===== src/rtl/dac_pkg.sv =====
package dac_pkg;
    localparam int ADDR_W      = 15;
    localparam int BYTE_W      = 8;
    localparam int CODE_W      = 16;
    localparam int MODE_W      = 2;
    localparam int CH_PER_MODE = 4;

    localparam logic [ADDR_W-1:0] A_CFG   = 15'h0000;
    localparam logic [ADDR_W-1:0] A_MODE0 = 15'h0020;
    localparam logic [ADDR_W-1:0] A_RANGE = 15'h002A;
    localparam logic [ADDR_W-1:0] A_REF   = 15'h003C;
    localparam logic [ADDR_W-1:0] A_TRIG  = 15'h00E5;
    localparam logic [ADDR_W-1:0] A_CODE0 = 15'h00EB;

    localparam int RST_HI_BIT = 7;
    localparam int RST_LO_BIT = 0;
    localparam int TRIG_BIT   = 7;
    localparam int RANGE_BIT  = 2;
    localparam int REF_BIT    = 0;

    typedef enum logic [2:0] {
        K_NONE, K_CFG, K_MODE, K_RANGE, K_REF, K_TRIG, K_CODE
    } reg_kind_e;

    typedef enum logic [1:0] {
        M_NORMAL, M_OFF_1K, M_OFF_7K7, M_OFF_32K
    } op_mode_e;

    typedef struct packed {
        reg_kind_e  kind;
        logic [7:0] idx;
        logic       lo;
    } reg_dec_t;

    function automatic reg_dec_t decode_addr(logic [ADDR_W-1:0] a, int num_ch);
        reg_dec_t d;
        logic [ADDR_W-1:0] off;
        d.kind = K_NONE;
        d.idx  = '0;
        d.lo   = 1'b0;
        off    = a - A_CODE0;
        if (a == A_CFG)
            d.kind = K_CFG;
        else if (a == A_RANGE)
            d.kind = K_RANGE;
        else if (a == A_REF)
            d.kind = K_REF;
        else if (a == A_TRIG)
            d.kind = K_TRIG;
        else if (a >= A_MODE0 && a < A_MODE0 + ADDR_W'(num_ch / CH_PER_MODE)) begin
            d.kind = K_MODE;
            d.idx  = 8'(a - A_MODE0);
        end else if (a >= A_CODE0 && off < ADDR_W'(2 * num_ch)) begin
            d.kind = K_CODE;
            d.idx  = 8'(off >> 1);
            d.lo   = off[0];
        end
        return d;
    endfunction
endpackage


===== src/rtl/dac_sync.sv =====
module dac_sync #(
    parameter int   STAGES  = 2,
    parameter logic RST_VAL = 1'b0
) (
    input  logic clk,
    input  logic rst,
    input  logic d,
    output logic q
);
    logic [STAGES-1:0] stg;

    always_ff @(posedge clk) begin
        if (rst) stg <= {STAGES{RST_VAL}};
        else     stg <= {stg[STAGES-2:0], d};
    end

    assign q = stg[STAGES-1];
endmodule


===== src/rtl/dac_spi_slave.sv =====
module dac_spi_slave
    import dac_pkg::*;
(
    input  logic              clk,
    input  logic              rst,
    input  logic              sclk_s,
    input  logic              cs_n_s,
    input  logic              mosi_s,
    input  logic [BYTE_W-1:0] rd_data,
    output logic [ADDR_W-1:0] rd_addr,
    output logic              wr_en,
    output logic [ADDR_W-1:0] wr_addr,
    output logic [BYTE_W-1:0] wr_data,
    output logic              miso
);
    typedef enum logic {PH_HDR, PH_DATA} phase_e;

    localparam int HDR_BITS = ADDR_W + 1;
    localparam int CNT_W    = $clog2(HDR_BITS);

    phase_e            phase;
    logic              sclk_q;
    logic [ADDR_W-1:0] shreg;
    logic [CNT_W-1:0]  cnt;
    logic              rd_mode;
    logic [BYTE_W-1:0] tx;
    logic              load_tx;
    logic              rise, fall;

    assign rise = sclk_s & ~sclk_q;
    assign fall = ~sclk_s & sclk_q;
    assign miso = tx[BYTE_W-1];

    always_ff @(posedge clk) begin
        if (rst) begin
            phase   <= PH_HDR;
            sclk_q  <= 1'b0;
            shreg   <= '0;
            cnt     <= '0;
            rd_mode <= 1'b0;
            tx      <= '0;
            load_tx <= 1'b0;
            rd_addr <= '0;
            wr_en   <= 1'b0;
            wr_addr <= '0;
            wr_data <= '0;
        end else begin
            sclk_q  <= sclk_s;
            wr_en   <= 1'b0;
            load_tx <= 1'b0;
            if (cs_n_s) begin
                phase <= PH_HDR;
                cnt   <= '0;
            end else begin
                if (rise) begin
                    shreg <= {shreg[ADDR_W-2:0], mosi_s};
                    if (phase == PH_HDR) begin
                        if (cnt == CNT_W'(HDR_BITS - 1)) begin
                            phase   <= PH_DATA;
                            cnt     <= '0;
                            rd_mode <= shreg[ADDR_W-1];
                            rd_addr <= {shreg[ADDR_W-2:0], mosi_s};
                            load_tx <= 1'b1;
                        end else begin
                            cnt <= cnt + 1'b1;
                        end
                    end else begin
                        if (cnt == CNT_W'(BYTE_W - 1)) begin
                            cnt     <= '0;
                            rd_addr <= rd_addr + 1'b1;
                            load_tx <= 1'b1;
                            if (!rd_mode) begin
                                wr_en   <= 1'b1;
                                wr_addr <= rd_addr;
                                wr_data <= {shreg[BYTE_W-2:0], mosi_s};
                            end
                        end else begin
                            cnt <= cnt + 1'b1;
                        end
                    end
                end
                if (fall && phase == PH_DATA && cnt != '0)
                    tx <= {tx[BYTE_W-2:0], 1'b0};
            end
            if (load_tx) tx <= rd_data;
        end
    end

    AST_WR_SINGLE: assert property (@(posedge clk) disable iff (rst)
        wr_en |=> !wr_en);
    AST_WR_ADDR_STEP: assert property (@(posedge clk) disable iff (rst)
        wr_en |-> rd_addr == wr_addr + 1'b1);
endmodule


===== src/rtl/dac_regfile.sv =====
module dac_regfile
    import dac_pkg::*;
#(
    parameter int NUM_CH = 8
) (
    input  logic                     clk,
    input  logic                     rst,
    input  logic                     wr_en,
    input  logic [ADDR_W-1:0]        wr_addr,
    input  logic [BYTE_W-1:0]        wr_data,
    input  logic [ADDR_W-1:0]        rd_addr,
    output logic [BYTE_W-1:0]        rd_data,
    input  logic                     ldac_s,
    output logic [NUM_CH*CODE_W-1:0] dac_code,
    output logic [NUM_CH*MODE_W-1:0] pd_mode,
    output logic                     range_x2,
    output logic                     int_ref
);
    logic [NUM_CH*CODE_W-1:0] in_flat;
    reg_dec_t wdec, rdec;
    logic trig_q, ldac_q, ldac_rise, load, soft_rst, clr;

    assign wdec      = decode_addr(wr_addr, NUM_CH);
    assign rdec      = decode_addr(rd_addr, NUM_CH);
    assign soft_rst  = wr_en && wdec.kind == K_CFG
                       && wr_data[RST_HI_BIT] && wr_data[RST_LO_BIT];
    assign clr       = rst | soft_rst;
    assign ldac_rise = ldac_s & ~ldac_q;
    assign load      = trig_q | ldac_rise;

    always_ff @(posedge clk) begin
        if (rst) ldac_q <= 1'b0;
        else     ldac_q <= ldac_s;
    end

    always_ff @(posedge clk) begin
        if (clr) begin
            trig_q   <= 1'b0;
            range_x2 <= 1'b0;
            int_ref  <= 1'b0;
        end else begin
            trig_q <= wr_en && wdec.kind == K_TRIG && wr_data[TRIG_BIT];
            if (wr_en && wdec.kind == K_RANGE) range_x2 <= wr_data[RANGE_BIT];
            if (wr_en && wdec.kind == K_REF)   int_ref  <= wr_data[REF_BIT];
        end
    end

    for (genvar c = 0; c < NUM_CH; c++) begin : g_ch
        logic [CODE_W-1:0] in_q, act_q;
        op_mode_e          mode_q;
        logic              hit_code, hit_mode;

        assign hit_code = wr_en && wdec.kind == K_CODE && wdec.idx == 8'(c);
        assign hit_mode = wr_en && wdec.kind == K_MODE && wdec.idx == 8'(c / CH_PER_MODE);

        always_ff @(posedge clk) begin
            if (clr)
                in_q <= '0;
            else if (hit_code) begin
                if (wdec.lo) in_q[BYTE_W-1:0]      <= wr_data;
                else         in_q[CODE_W-1:BYTE_W] <= wr_data;
            end
        end

        always_ff @(posedge clk) begin
            if (clr)       act_q <= '0;
            else if (load) act_q <= in_q;
        end

        always_ff @(posedge clk) begin
            if (clr)
                mode_q <= M_NORMAL;
            else if (hit_mode)
                mode_q <= op_mode_e'(wr_data[MODE_W*(c % CH_PER_MODE) +: MODE_W]);
        end

        assign in_flat[c*CODE_W +: CODE_W]  = in_q;
        assign dac_code[c*CODE_W +: CODE_W] = act_q;
        assign pd_mode[c*MODE_W +: MODE_W]  = mode_q;
    end

    always_comb begin
        rd_data = '0;
        case (rdec.kind)
            K_MODE:  rd_data = pd_mode[int'(rdec.idx)*BYTE_W +: BYTE_W];
            K_RANGE: rd_data[RANGE_BIT] = range_x2;
            K_REF:   rd_data[REF_BIT]   = int_ref;
            K_TRIG:  rd_data[TRIG_BIT]  = trig_q;
            K_CODE:  rd_data = rdec.lo ? in_flat[int'(rdec.idx)*CODE_W +: BYTE_W]
                                       : in_flat[int'(rdec.idx)*CODE_W + BYTE_W +: BYTE_W];
            default: rd_data = '0;
        endcase
    end

    AST_HOLD_NO_LOAD: assert property (@(posedge clk) disable iff (rst)
        (!load && !soft_rst) |=> $stable(dac_code));
    AST_TRIG_SELF_CLEAR: assert property (@(posedge clk) disable iff (rst)
        trig_q |=> !trig_q);
    AST_TRIG_COPY: assert property (@(posedge clk) disable iff (rst)
        (trig_q && !soft_rst) |=> dac_code == $past(in_flat));
    AST_PIN_COPY: assert property (@(posedge clk) disable iff (rst)
        (ldac_rise && !soft_rst) |=> dac_code == $past(in_flat));
    AST_LOAD_KEEPS_MODE: assert property (@(posedge clk) disable iff (rst)
        (load && !wr_en) |=> $stable(pd_mode));
    AST_SOFT_CLEAR: assert property (@(posedge clk) disable iff (rst)
        soft_rst |=> (dac_code == '0 && pd_mode == '0 && !range_x2 && !int_ref));
    AST_UNMAPPED_IGNORED: assert property (@(posedge clk) disable iff (rst)
        (wr_en && wdec.kind == K_NONE) |=> ($stable(in_flat) && $stable(pd_mode)
                                            && $stable(range_x2) && $stable(int_ref)));
endmodule


===== src/rtl/dac_regcore.sv =====
module dac_regcore
    import dac_pkg::*;
#(
    parameter int NUM_CH = 8,
    parameter int SYNC_STAGES = 2
) (
    input  logic                     clk,
    input  logic                     rst,
    input  logic                     spi_sclk,
    input  logic                     spi_cs_n,
    input  logic                     spi_mosi,
    output logic                     spi_miso,
    input  logic                     ldac_in,
    output logic [NUM_CH*CODE_W-1:0] dac_code,
    output logic [NUM_CH*MODE_W-1:0] pd_mode,
    output logic                     range_x2,
    output logic                     int_ref
);
    logic sclk_s, cs_n_s, mosi_s, ldac_s;
    logic              wr_en;
    logic [ADDR_W-1:0] wr_addr, rd_addr;
    logic [BYTE_W-1:0] wr_data, rd_data;

    dac_sync #(.STAGES(SYNC_STAGES), .RST_VAL(1'b0)) u_sync_sclk (
        .clk(clk), .rst(rst), .d(spi_sclk), .q(sclk_s));
    dac_sync #(.STAGES(SYNC_STAGES), .RST_VAL(1'b1)) u_sync_cs (
        .clk(clk), .rst(rst), .d(spi_cs_n), .q(cs_n_s));
    dac_sync #(.STAGES(SYNC_STAGES), .RST_VAL(1'b0)) u_sync_mosi (
        .clk(clk), .rst(rst), .d(spi_mosi), .q(mosi_s));
    dac_sync #(.STAGES(SYNC_STAGES), .RST_VAL(1'b0)) u_sync_ldac (
        .clk(clk), .rst(rst), .d(ldac_in), .q(ldac_s));

    dac_spi_slave u_spi (
        .clk(clk), .rst(rst),
        .sclk_s(sclk_s), .cs_n_s(cs_n_s), .mosi_s(mosi_s),
        .rd_data(rd_data), .rd_addr(rd_addr),
        .wr_en(wr_en), .wr_addr(wr_addr), .wr_data(wr_data),
        .miso(spi_miso));

    dac_regfile #(.NUM_CH(NUM_CH)) u_regs (
        .clk(clk), .rst(rst),
        .wr_en(wr_en), .wr_addr(wr_addr), .wr_data(wr_data),
        .rd_addr(rd_addr), .rd_data(rd_data),
        .ldac_s(ldac_s),
        .dac_code(dac_code), .pd_mode(pd_mode),
        .range_x2(range_x2), .int_ref(int_ref));
endmodule


===== config.mk =====
export PLATFORM = sky130hd
export DESIGN_NAME = dac_regcore
export DESIGN_NICKNAME = d
export VERILOG_FILES = /design/src/rtl/dac_pkg.sv /design/src/rtl/dac_sync.sv /design/src/rtl/dac_spi_slave.sv /design/src/rtl/dac_regfile.sv /design/src/rtl/dac_regcore.sv
export SDC_FILE = /design/constraint.sdc
export NUM_CORES = 1
export LEC_CHECK = 0
export ABC_AREA = 0
export BUFFER_PORTS_ARGS = -buffer_cell sky130_fd_sc_hd__buf_2
export CAP_MARGIN = 25
export CORE_MARGIN = 5
export CORE_UTILIZATION = 62
export DETAILED_ROUTE_END_ITERATION = 8
export PLACE_DENSITY = 0.83
export SETUP_SLACK_MARGIN = 0.05
export SLEW_MARGIN = 0
export SYNTH_ARGS = -nofsm -noshare
export SYNTH_HDL_FRONTEND = slang
export SYNTH_SLANG_ARGS = --single-unit
export TNS_END_PERCENT = 100

===== constraint.sdc =====
create_clock -name clk -period 5.1 [get_ports clk]
set_input_delay 0.51 -clock clk [delete_from_list [all_inputs] [get_ports clk]]
set_output_delay 0.51 -clock clk [all_outputs]
set_load 0.02 [all_outputs]

==> flow_summary_export.csv <==
group,metric,value,unit
outcome,status,"completed",
worst_setup_path,max_stage_delay,0.82,ns
synth,ys_async_sr_fraction,0,%
floorplan,core,25100,um2
placed_design,place_ws,1.03,ns
sta,hold_viol_final,0,
worst_setup_path,worstPathArrival,4.58,ns
synth,synth.mux.area_fraction,12.7,%
drt,drt-wirelength-per-cell,20.1,um
clocking,post_cts_buffers,0,
placed_design,io_buffers,152,
power,p_sw,0.00118,W
sta,tightest_slew,1.11,ns
drt,vias,14600,
sta,rsz0062_at_grt,"false",
cells_and_area,nets,2013,
placed_design,gp_congestion,1.03,
synth,yosysTopAreaCellShare,44.9,%
synth,synth_fa_ha_area_share,1.09,%
cells_and_area,regArea,7090,um2
floorplan,start_util,62.9,%
drt,ant_nets,0,
global_routing,antenna_found_initial,1,
cells_and_area,n_fill_cell,1978,
synth,synth_edf_count,0,
worst_setup_path,worstSetupStartpointType,"flop",
floorplan,die_area,28800,um2
synth,synth_top_area_cell,"dfxtp_1",
drt,totalWireLength,47300,um
synth,yosysWarningCount,0,
sta,fin_ws,0.915,ns
sta,relSlewSlack,26.3,%
sta,period_share,82.1,%
worst_setup_path,end_kind,"flop",
global_routing,grt_pass1_wl,74100,um
sta,fin_tns_setup,0,ns
synth,synth_top_family_by_area,"simple AND/OR/NAND/NOR gates",
worst_setup_path,path_class,"reg -> reg",
floorplan,num_io_pins,153,
hold_path,hold-path-cell-count,2,
floorplan,rows,58,
global_routing,grt_max_degree,100,
cells_and_area,multi_input_area,8090,um2
flow_run,maxCapViolations,0,
cells_and_area,antennaDiodeCount,0,
sta,drv_slew,0,
power,p_sw_share,21.2,%
clocking,cts_max_path_buffers,3,
synth,synth.area.top_cells,"dfxtp_1 45%, mux2i_1 11%, nand2_1 11%, a21oi_1 6.7%, nor2_1 4.4%",
synth,synthSimpleGateAreaFrac,22.4,%
global_routing,grtUsageTotal,31.8,%
synth,synth-compound-area-share,14.0,%
synth,netlist_area,15800,um2
power,p_int,0.00440,W
drt,first_pass_iters,7,
clocking,cts_buffers,37,
global_routing,grt_overflow,0,
synth,ys_types,77,
floorplan,fp.dieW,170,um
clocking,cts_tree,"built",
clocking,cts-htree-levels,2,
power,p_comb_share,1.5,%
placed_design,placedInstanceArea,16700,um2
cells_and_area,area_growth,13.6,%
clocking,clock_latency,0.53,ns
sta,setup_violations,0,
worst_setup_path,slowest_stage,"nor3_1",
synth,seq_area_frac_synth,44.9,%
clocking,cts-root-buf,"clkbuf_16",
power,seqPwrFrac,49.7,%
drt,via_per_inst,6.20,
drt,drt-initial-drc-count,1527,
sta,whs,0.158,ns
sta,fin_crit,4.19,ns
worst_setup_path,r2r_cells,9,
sta,finClkSkew,0.0274,ns
power,p_leak,7.30,nW
synth,synth_xor_xnor_area_share,0.777,%
power,powerDensity,311,nW/um2
placed_design,place_hpwl,32300,um
clocking,clock-sinks,354,
drt,drc,0,
synth,synthCells,1918,
sta,timing.fmax,239,MHz
cells_and_area,final_area,17900,um2
floorplan,die_h,170,um
worst_setup_path,critPathMaxFanout,11,
worst_setup_path,crit_chain,"or4_1, nor3_1, o21ai_1, a21boi_1, o221ai_1, a22o_1, nor3b_2, mux2i_1, nor2_1",
cells_and_area,drive_gt1_share,13.6,%
hold_path,hold_class,"in -> reg",
power,clkPwrFrac,48.8,%
synth,syn_avg_cell_area,8.23,um2
synth,ys_ff_latch,354,
worst_setup_path,crit_required,5.49,ns
clocking,cts.clk_slew.worst_paths,0.06,ns
clocking,cts_resized,0,
power,peakVddDrop,0.261,mV
clocking,ctsHoldBuffers,0,
global_routing,grt_pass1_vias,13500,
synth,synth_top_flop_cell,"dfxtp_1",
synth,syn-num-nets,1937,
-- critical path: cells and delay by family, from the launching register on --
kind | cells | cell delay [ns]
AND/OR/NAND/NOR | 4 | 2.24
AO/OA/AOI/OAI | 4 | 1.16
flip-flops | 1 | 0.37
multiplexers | 1 | 0.28
-- cell usage after synthesis, types with 11 or more instances --
cell	n
nor3b_1	12
inv_1	20
a211oi_1	19
a31oi_1	19
and3_1	15
nand4_1	14
dfxtp_1	354
nand3_1	32
o22ai_1	12
a21oi_1	210
o21ai_0	16
nor2b_1	11
clkbuf_1	121
mux2i_1	178
nand2_1	451
nor3_1	24
nor4_1	15
nor2_1	185
ha_1	13
-- stage by stage --
| step | total power, W | utilization [%] | std cells |
|---|---|---|---|
| global placement | 0.00291 | 66.3 | 2283 |
| finish | 0.00558 | 71.4 | 2348 |
| floorplan | 0.00289 | - | 1918 |
| global route | 0.00573 | 71.4 | 2348 |
| detailed placement | 0.00291 | 66.4 | 2284 |
| CTS | 0.00560 | 71.3 | 2347 |
-- registers in the layout (all words and copies together), names as in the netlist, 8 cells and up --
name	flops
u_spi.shreg	15
u_regs.g_ch.in_q	128
u_spi.wr_addr	15
u_spi.tx	8
u_regs.g_ch.mode_q	16
u_regs.g_ch.act_q	128
u_spi.rd_addr	15
u_spi.wr_data	8
-- routing by layer --
metal / vias up / part of all wire [%] / track usage [%]
met3: 150 / 9.8 / 7.01
met1: 6929 / 40 / 42.2
met5: - / 0.028 / 0
met4: 2 / 3.9 / 12.3
met2: 737 / 46 / 50.9
li1: 6748 / - / -
-- cell families after synthesis --
group                    Yosys count
AND/OR/NAND/NOR                  815
AO/OA/AOI/OAI                    363
flip-flops                       354
multiplexers                     193
buffers and inverters            165
XOR/XNOR                          14
adder cells (fa/ha/maj)           14
-- area by class of cell --
cell class	count	area share (%)
Clock buffer	49	5.87
Clock inverter	14	1.05
Timing Repair Buffer	180	5.65
Sequential cell	354	39.5
Inverter	22	0.461
Tap cell	330	2.30
Multi-Input combinational cell	1399	45.1
-- layout by cell type, fill, tap and decap left out, types with 20 or more instances in the layout --
master and instances:
a21oi_1 208, buf_2 153, buf_4 24, clkbuf_16 38, dfxtp_1 354, inv_1 20, mux2i_1 178, nand2_1 451
nand3_1 32, nor2_1 185, nor3_1 24
-- power by group through the flow --
stage          logic (W)  clock network [W]  registers (W)
2_1_floorplan  0.0000644                  0        0.00283
3_3_place_gp   0.0000823                  0        0.00283
3_5_place_dp   0.0000824                  0        0.00283
4_1_cts        0.0000828            0.00274        0.00277
5_1_grt        0.0000913            0.00287        0.00277
6_report       0.0000842            0.00272        0.00277
-- path summary, 6_finish.rpt --
| path | start | endpoint | slack, ns |
|---|---|---|---|
| worst max-delay path | u_spi.wr_addr[8]$_SDFFE_PP0P_ | u_regs.g_ch[6].mode_q[1]$_SDFFE_PP0P_ | 0.91 |
| worst min register to register | u_sync_cs.stg[0]$_SDFF_PP1_ | u_sync_cs.stg[1]$_SDFF_PP1_ | 0.42 |
| worst min-delay path | spi_cs_n | u_sync_cs.stg[0]$_SDFF_PP1_ | 0.16 |
| worst max register to register | u_spi.wr_addr[8]$_SDFFE_PP0P_ | u_regs.g_ch[6].mode_q[1]$_SDFFE_PP0P_ | 0.91 |
Note: power is estimated with default switching activity, not from simulation.
